### src/rtl/sram_pkg.sv
package sram_pkg;
  typedef enum logic [1:0] {
    OP_IDLE = 2'd0,
    OP_RD   = 2'd1,
    OP_WR   = 2'd2
  } op_e;
endpackage

### src/rtl/sram_lane.sv
module sram_lane #(
  parameter int ADDR_W = 8,
  parameter int WIDTH  = 9
) (
  input  logic              clk,
  input  logic              en,
  input  logic              we,
  input  logic [ADDR_W-1:0] waddr,
  input  logic [WIDTH-1:0]  wdata,
  input  logic [ADDR_W-1:0] raddr,
  output logic [WIDTH-1:0]  rdata
);
  localparam int DEPTH = 1 << ADDR_W;

  logic [WIDTH-1:0] mem [DEPTH];

  // read-first single clock memory, block RAM friendly
  always_ff @(posedge clk) begin
    if (en) begin
      if (we) mem[waddr] <= wdata;
      rdata <= mem[raddr];
    end
  end
endmodule

### src/rtl/sram_burst_ctl.sv
module sram_burst_ctl
  import sram_pkg::*;
#(
  parameter int ADDR_W  = 8,
  parameter int BURST_W = 2
) (
  input  logic              clk,
  input  logic              rst,
  input  logic              en,
  input  logic              load,
  input  logic              sel,
  input  logic              wr,
  input  logic              mode,
  input  logic [ADDR_W-1:0] addr,
  output op_e               cmd_op,
  output logic [ADDR_W-1:0] cmd_addr
);
  op_e                op_q;
  logic [ADDR_W-1:0]  base_q;
  logic [BURST_W-1:0] cnt_q;
  logic               mode_q;
  logic [BURST_W-1:0] lo;

  always_comb begin
    lo = mode_q ? (base_q[BURST_W-1:0] ^ cnt_q) : (base_q[BURST_W-1:0] + cnt_q);
    if (load) begin
      cmd_op   = sel ? (wr ? OP_WR : OP_RD) : OP_IDLE;
      cmd_addr = addr;
    end else begin
      cmd_op   = op_q;
      cmd_addr = {base_q[ADDR_W-1:BURST_W], lo};
    end
  end

  always_ff @(posedge clk) begin
    if (rst) begin
      op_q   <= OP_IDLE;
      base_q <= '0;
      cnt_q  <= '0;
      mode_q <= 1'b0;
    end else if (en) begin
      if (load) begin
        op_q   <= cmd_op;
        base_q <= addr;
        cnt_q  <= BURST_W'(1);
        mode_q <= mode;
      end else begin
        cnt_q  <= cnt_q + BURST_W'(1);
      end
    end
  end

  // burst state frozen while the clock enable is low
  p_burst_hold_r3: assert property (@(posedge clk) disable iff (rst)
    !en |=> ($stable(cnt_q) && $stable(op_q) && $stable(base_q)));
endmodule

### src/rtl/zt_sram.sv
module zt_sram
  import sram_pkg::*;
#(
  parameter int ADDR_W  = 8,
  parameter int LANE_W  = 9,
  parameter int LANES   = 2,
  parameter int BURST_W = 2
) (
  input  logic                     clk,
  input  logic                     rst,
  input  logic                     clk_en,
  input  logic [ADDR_W-1:0]        addr,
  input  logic                     cs_a,
  input  logic                     cs_b,
  input  logic                     cs_c,
  input  logic                     wr_en,
  input  logic [LANES-1:0]         byte_wr,
  input  logic                     adv,
  input  logic                     burst_mode,
  input  logic [LANE_W*LANES-1:0]  wdata,
  input  logic                     out_en,
  output logic [LANE_W*LANES-1:0]  rdata,
  output logic                     rd_valid
);
  localparam int DATA_W = LANE_W * LANES;

  op_e               cmd_op;
  logic [ADDR_W-1:0] cmd_addr;

  // stage 1: captured command; stage 2: waiting for its data phase
  op_e               s1_op, s2_op;
  logic [ADDR_W-1:0] s1_addr, s2_addr;
  logic [LANES-1:0]  s1_be, s2_be;

  logic              fwd_hit;
  logic [LANES-1:0]  fwd_be;
  logic [DATA_W-1:0] fwd_d;
  logic [DATA_W-1:0] mem_q;
  logic [DATA_W-1:0] merged;
  logic              rd_q;

  sram_burst_ctl #(.ADDR_W(ADDR_W), .BURST_W(BURST_W)) u_burst (
    .clk      (clk),
    .rst      (rst),
    .en       (clk_en),
    .load     (!adv),
    .sel      (cs_a && cs_b && cs_c),
    .wr       (wr_en),
    .mode     (burst_mode),
    .addr     (addr),
    .cmd_op   (cmd_op),
    .cmd_addr (cmd_addr)
  );

  for (genvar l = 0; l < LANES; l++) begin : g_lane
    sram_lane #(.ADDR_W(ADDR_W), .WIDTH(LANE_W)) u_lane (
      .clk   (clk),
      .en    (clk_en),
      .we    ((s2_op == OP_WR) && s2_be[l]),
      .waddr (s2_addr),
      .wdata (wdata[l*LANE_W +: LANE_W]),
      .raddr (s1_addr),
      .rdata (mem_q[l*LANE_W +: LANE_W])
    );
    assign merged[l*LANE_W +: LANE_W] = (fwd_hit && fwd_be[l]) ?
        fwd_d[l*LANE_W +: LANE_W] : mem_q[l*LANE_W +: LANE_W];
  end

  always_ff @(posedge clk) begin
    if (rst) begin
      s1_op   <= OP_IDLE;
      s2_op   <= OP_IDLE;
      s1_addr <= '0;
      s2_addr <= '0;
      s1_be   <= '0;
      s2_be   <= '0;
      fwd_hit <= 1'b0;
      fwd_be  <= '0;
      fwd_d   <= '0;
      rd_q    <= 1'b0;
      rdata   <= '0;
    end else if (clk_en) begin
      s1_op   <= cmd_op;
      s1_addr <= cmd_addr;
      s1_be   <= byte_wr;
      s2_op   <= s1_op;
      s2_addr <= s1_addr;
      s2_be   <= s1_be;
      // the write in stage 2 lands in the array on the same edge the
      // read in stage 1 samples it, so its data is kept for a merge
      fwd_hit <= (s2_op == OP_WR) && (s1_op == OP_RD) && (s2_addr == s1_addr);
      fwd_be  <= s2_be;
      fwd_d   <= wdata;
      rd_q    <= (s2_op == OP_RD);
      if (s2_op == OP_RD) rdata <= merged;
    end
  end

  assign rd_valid = rd_q && out_en;

  // output register and flag frozen while the clock enable is low
  p_out_hold_r3: assert property (@(posedge clk) disable iff (rst)
    !clk_en |=> ($stable(rdata) && $stable(rd_q)));

  // a load with any chip enable low becomes a deselect
  p_desel_r5: assert property (@(posedge clk) disable iff (rst)
    (clk_en && !adv && !(cs_a && cs_b && cs_c)) |=> (s1_op == OP_IDLE));

  // write or deselect data phase leaves the bus unclaimed
  p_nodrive_r6: assert property (@(posedge clk) disable iff (rst)
    (clk_en && (s2_op != OP_RD)) |=> !rd_q);

  // a read data phase raises the flag
  p_rd_phase_r1: assert property (@(posedge clk) disable iff (rst)
    (clk_en && (s2_op == OP_RD)) |=> rd_q);

  // continuation repeats the operation and keeps the upper address
  p_burst_keep_r7: assert property (@(posedge clk) disable iff (rst)
    (clk_en && adv) |=> ((s1_op == $past(s1_op)) &&
      (s1_addr[ADDR_W-1:BURST_W] == $past(s1_addr[ADDR_W-1:BURST_W]))));
endmodule

### config.mk
export PLATFORM = sky130hd
export DESIGN_NAME = zt_sram
export DESIGN_NICKNAME = d
export VERILOG_FILES = /design/src/rtl/sram_pkg.sv /design/src/rtl/sram_lane.sv /design/src/rtl/sram_burst_ctl.sv /design/src/rtl/zt_sram.sv
export SDC_FILE = /design/constraint.sdc
export NUM_CORES = 2
export LEC_CHECK = 0
export BUFFER_PORTS_ARGS = -buffer_cell sky130_fd_sc_hd__clkbuf_2
export CAP_MARGIN = 5
export CORE_MARGIN = 8
export CORE_UTILIZATION = 35
export DETAILED_ROUTE_END_ITERATION = 10
export PLACE_DENSITY = 0.51
export SLEW_MARGIN = 20
export SYNTH_ARGS = -nofsm -noshare
export SYNTH_HDL_FRONTEND = slang
export SYNTH_HIERARCHICAL = 1
export SYNTH_MEMORY_MAX_BITS = 65536
export SYNTH_SLANG_ARGS = --single-unit
### constraint.sdc
create_clock -name clk -period 3.28 [get_ports clk]
set_input_delay 0.656 -clock clk [delete_from_list [all_inputs] [get_ports clk]]
set_output_delay 0.656 -clock clk [all_outputs]
set_load 0.02 [all_outputs]
Yosys cells after proc, flatten, opt, wreduce, memory -nomap -nowiden

Memories as Yosys holds them, arrays and structs flattened. A register that Yosys moved wholly into a read port is not among the register bits.
Index checks and enable logic that the tools add are counted.

$add $sub $neg: 2
Multiply operators: 0
Div/mod/pow operators: 0
Magnitude comparators: 0
Eq/ne operators: 4
Shifts and indexed selects: 0
Muxes and demuxes: 14
Bitwise logic cells: 2
Reductions and logical operators: 11

Operator list:

| operator                                                         | count |
|---|---|
| 9-bit two-way mux                                                | 2 |
| 2-bit two-way mux                                                | 5 |
| 1-bit logical AND                                                | 9 |
| 8-bit == test                                                    | 1 |
| 8-bit two-way mux                                                | 1 |
| 1-bit two-way mux                                                | 6 |
| 2-bit by 1-bit == test with 1-bit output (second input constant) | 2 |
| 2-bit AND reduction                                              | 2 |
| 2-bit by 1-bit adder with 2-bit output (second input constant)   | 1 |
| 2-bit adder                                                      | 1 |
| 2-bit == test (second input constant)                            | 1 |
| 2-bit bitwise XOR                                                | 1 |
| 1-bit inverter                                                   | 1 |

Flip-flop bits (word level): 77
Bits in latches: 0
Bits in writable memories: 4608
Memory bits (read-only): 0
Input port bits: 38
Output and inout bits: 19
Logic and storage cells: 50
Memories kept: 2

Memories:

| memory               | words | width | rd ports | clocked after memory_dff | write ports | RTL line        | text |
|---|---|---|---|---|---|---|---|
| g_lane[0].u_lane.mem | 256   | 9     | 1        | 1                        | 1           | sram_lane.sv:15 | `logic [WIDTH-1:0] mem [DEPTH];` |
| g_lane[1].u_lane.mem | 256   | 9     | 1        | 1                        | 1           | sram_lane.sv:15 |  |

Longest topological paths before layout

Depth after elaboration: 5
Mapped depth: 11
Mapped depth without buffers: 6

Modules after synthesis

The synthesis kept the hierarchy.

Modules (own cells, without submodules):

| module         | instances | cells an instance | area an instance (um^2) | sequential area each (um^2) |
|---|---|---|---|---|
| sram_lane      | 2         | 4196              | 89713.5                 | 69456.6 |
| zt_sram        | 1         | 268               | 2621.3                  | 1281.2 |
| sram_burst_ctl | 1         | 77                | 656.9                   | 260.2 |

Worst setup path after synthesis

OpenSTA, ideal clock, no wires.

Path kind: input to register
Start point: input port clk_en
End point: memory g_lane[0].u_lane.mem[112][0], enable pin
Setup time: 0.374 ns
Arrival time: 2.151 ns
Required time: 2.906 ns
Slack: 0.754 ns
Cell stages on the path: 6
Buffers on the path: 3
Path through: and2_1 > clkbuf_1 > clkbuf_1 > nand3_1 > clkbuf_1 > nor2_1

Cells in the longest elaborated chain, start to end: 2

Ends and longest elaborated chain:

| item                                    | RTL line        | text |
|---|---|---|
| from (decl)                             | zt_sram.sv:11   | `input logic clk_en,` |
| 1-bit two-way mux                       | sram_lane.sv:19 | `if (en) begin` |
| 1-bit two-way mux (not written as such) | sram_lane.sv:20 | `if (we) mem[waddr] <= wdata;` |
| to (decl)                               | sram_lane.sv:15 |  |

No other way between the ends.

==> out/qor.txt <==
Unique masters post-synth: 78
CTS root buf: clkbuf_16
Crit. End Element: register
Slew Limit Headroom: 0.347
critical path arrival: 4.02 ns
final hold vios: 0
die area: 0.545 mm²
max_cap viols: 0
cell area after synthesis: 0.183 mm²
Critical Path Stages: 9
initial antenna violation count: 17
min cycle time layout: 3.25 ns
outcome: completed
final net count: 10100
Setup Skew: 0.0511 ns
total power: 0.128 W
# rows: 265
setup ws final: 0.0320 ns
final worst path period share: 0.990
Leakage: 67.7 nW
die height: 739 µm
CP most frequent cell: buf_12
Synthesis Warnings: 6
Worst Tran Pin Value: 0.976 ns
Mean Syn Cell Area: 20.9 µm²
Vias/cell: 5.34
Initial Util: 0.351
total wire length: 510 mm
Max VDD drop: 0.545 mV
power per cell area: 591 mW/mm²
dominant synthesized flop cell: edfxtp_1
Filler Cell Count: 45500
Async SR Flop Fraction: 0
hold crit path type: input pin to register
WP data required: 4.06 ns
final non-filler cell total: 17500
Total GRT Usage: 0.180
IO Pins: 57
DR WL/cell: 29.2 µm
CTS buffer count: 470
EDFF count, synth: 4626
RePlAce Congestion: 0.818
cell count of the worst hold path: 1
CP max FO: 27
Max Root-Sink Buffers: 4
Seq cells post-synth: 4703
crit-path max cell delay: 0.54 ns
Die X: 739 µm
Antenna Nets Post-Route: 0
Detail Placement HPWL: 329 mm
R2R depth: 9
Worst-path clk slew: 0.07 ns
Remaining Overflow, GRT: 0
Max Fclk: 0.308 GHz
slowest CP cell: mux4_2
setup slack at placement: -0.706 ns
max-slew violations: 0
Skew-Pair Late Insertion Delay: 1.05 ns
DRC: 0
Cell Chain, Critical Path: buf_12 -> buf_12 -> buf_12 -> mux4_2 -> a22oi_1 -> o31a_1 -> o21ai_0 -> a211oi_4 -> nor3_1
largest net degree at the start of global routing: 136
htree depth: 5
part of the Yosys area used for sequential elements: 0.769
# port buffers: 56
crit path launch type: register
RSZ-0062 raised after global routing: true
CTS tree: yes
vias in the first global route: 95600
setup violators final: 0
total number of vias: 93300
crit path kind: register to register
final instance area: 0.217 mm²
CP top delay family: compound AO/OA/AOI/OAI gates
DP Area: 0.200 mm²
first-pass GRT wire length: 722 mm
clock sinks: 4703
layout cells sized above 1: 0.313
Cells after Synth: 8737
WHS: 0.0891 ns
number of DRC markers in iteration 0: 8865
Core Area: 0.521 mm²
total nets after synthesis: 8776
first drt pass iteration count: 6
Area Growth Syn to Fin: 18.8%
placed cell count: 16500
CP Buf/Inv Count: 3
[repair_timing]
action | 4_1_cts | 5_1_grt
gates cloned | 5 | 6
setup buffers | 9 | 40
setup endpoints to repair | 18 | 45
gates resized for setup | 61 | 55
hold buffers | 17 | 0
pin swaps | 6 | 7
endpoints found under the hold margin | 132 | 0
[layout by cell type, fill, tap and decap left out, types with 17 or more instances in the layout]
cell,synthesis,routed
mux4_2,980,980
a21oi_1,166,160
clkinvlp_4,0,18
buf_8,28,21
buf_12,30,140
mux2i_1,329,328
nand3_1,76,75
clkinv_2,0,93
nor2_1,653,651
dlygate4sd3_1,0,17
buf_16,0,17
a22oi_1,296,292
bufinv_16,0,59
nor4_2,14,19
mux2_2,54,54
o221ai_1,82,78
buf_4,29,1170
nor3_1,39,36
a211oi_1,58,52
o21ai_1,28,33
o22ai_1,113,110
clkbuf_1,235,76
nor2b_1,61,52
o21ai_0,43,36
clkbuf_16,0,482
clkinv_1,0,121
nand4_1,26,26
nand2b_1,30,30
a22o_1,50,50
clkbuf_2,0,36
edfxtp_1,4626,4626
dfxtp_1,77,69
nand2_1,120,120
[per-stage QoR]
stage	util	TNS, ns
global route	0.417	-0.0307
floorplan	-	0
global placement	0.384	-5.16
CTS	0.416	-0.00354
detailed placement	0.384	-4.64
finish	0.417	0
[worst paths after layout]
| check | startpoint | to | slack, ns |
|---|---|---|---|
| worst max-delay path | s1_addr[0] | g_lane[0].u_lane/rdata[4] | 0.03 |
| worst min-delay path | wdata[4] | g_lane[0].u_lane/mem[25][4] | 0.09 |
| worst max register to register | s1_addr[0] | g_lane[0].u_lane/rdata[4] | 0.03 |
| worst min register to register | u_burst/base_q[5] | u_burst/base_q[5] | 0.46 |
[worst register-to-register path, delay by kind of cell (launching register included)]
kind            cells  cell delay (ns)
simple gates        1             0.11
compound gates      4             1.25
flops               1             0.40
mux                 1             0.55
buf+inv             3             0.66
[cells by family after synthesis]
| family | after synthesis | share of synthesized area |
|---|---|---|
| simple gates | 1105 | 0.0278 |
| buf+inv | 551 | 0.0199 |
| mux | 1365 | 0.142 |
| xor+xnor | 10 | 0.000479 |
| flops | 4703 | 0.769 |
| compound gates | 1002 | 0.0408 |
| fa+ha+maj | 1 | 0.0000685 |
[synthesized netlist by cell type, drive strengths merged (12+ instances only)]
master | n | area, µm²
a211oi | 66 | 566
a21oi | 168 | 848
a221oi | 30 | 313
a22o | 50 | 438
a22oi | 296 | 2220
a311oi | 22 | 262
buf | 301 | 2690
clkbuf | 235 | 882
dfxtp | 77 | 1540
edfxtp | 4626 | 139000
inv | 15 | 56.3
mux2 | 56 | 631
mux2i | 329 | 3290
mux4 | 980 | 22100
nand2 | 120 | 450
nand2b | 30 | 188
nand3 | 76 | 380
nand4 | 26 | 163
nor2 | 655 | 2460
nor2b | 61 | 382
nor3 | 41 | 215
nor4 | 34 | 300
o21ai | 71 | 355
o221ai | 92 | 868
o22ai | 113 | 707
o31ai | 16 | 120
o32ai | 14 | 123
or2 | 12 | 75.1
[per-layer routing]
metal / up-vias / GRT usage / wire length [µm]
li1: 39400 / - / -
met1: 50300 / 0.248 / 215000
met2: 2963 / 0.302 / 250000
met3: 630 / 0.0238 / 29900
met4: 4 / 0.0509 / 15200
met5: - / 0 / 30
[layout make-up]
class	count	area [µm²]	area share
sequential	4703	140000	0.647
tap	6942	8690	0.0400
clock inverter	323	3330	0.0153
clock buffer	557	12300	0.0565
antenna	10	25.0	0.000115
inverter	15	56.3	0.000259
multi-input combinational	3483	39100	0.180
timing repair buffer	1427	13200	0.0606
[report_power, final]
| part | total, W | internal (W) | switching, W | leakage (nW) |
|---|---|---|---|---|
| Sequential | 0.0662 | 0.0660 | 0.000158 | 42.2 |
| Combinational | 0.00759 | 0.00307 | 0.00452 | 17.9 |
| Clock | 0.0545 | 0.0313 | 0.0232 | 7.60 |
| Total | 0.128 | 0.100 | 0.0279 | 67.7 |
[sequential cells by signal, summed over array words and instances (netlist names)]
name,cells
g_lane.u_lane/mem,4608
fwd_d,18
g_lane.u_lane/rdata,18
rdata,18
s1_addr,8
s2_addr,8
u_burst/base_q,8
fwd_be,2
s1_be,2
s1_op,2
s2_be,2
s2_op,2
u_burst/cnt_q,2
u_burst/op_q,2
fwd_hit,1
rd_q,1
u_burst/mode_q,1
Note: power is estimated with default switching activity, not from simulation.
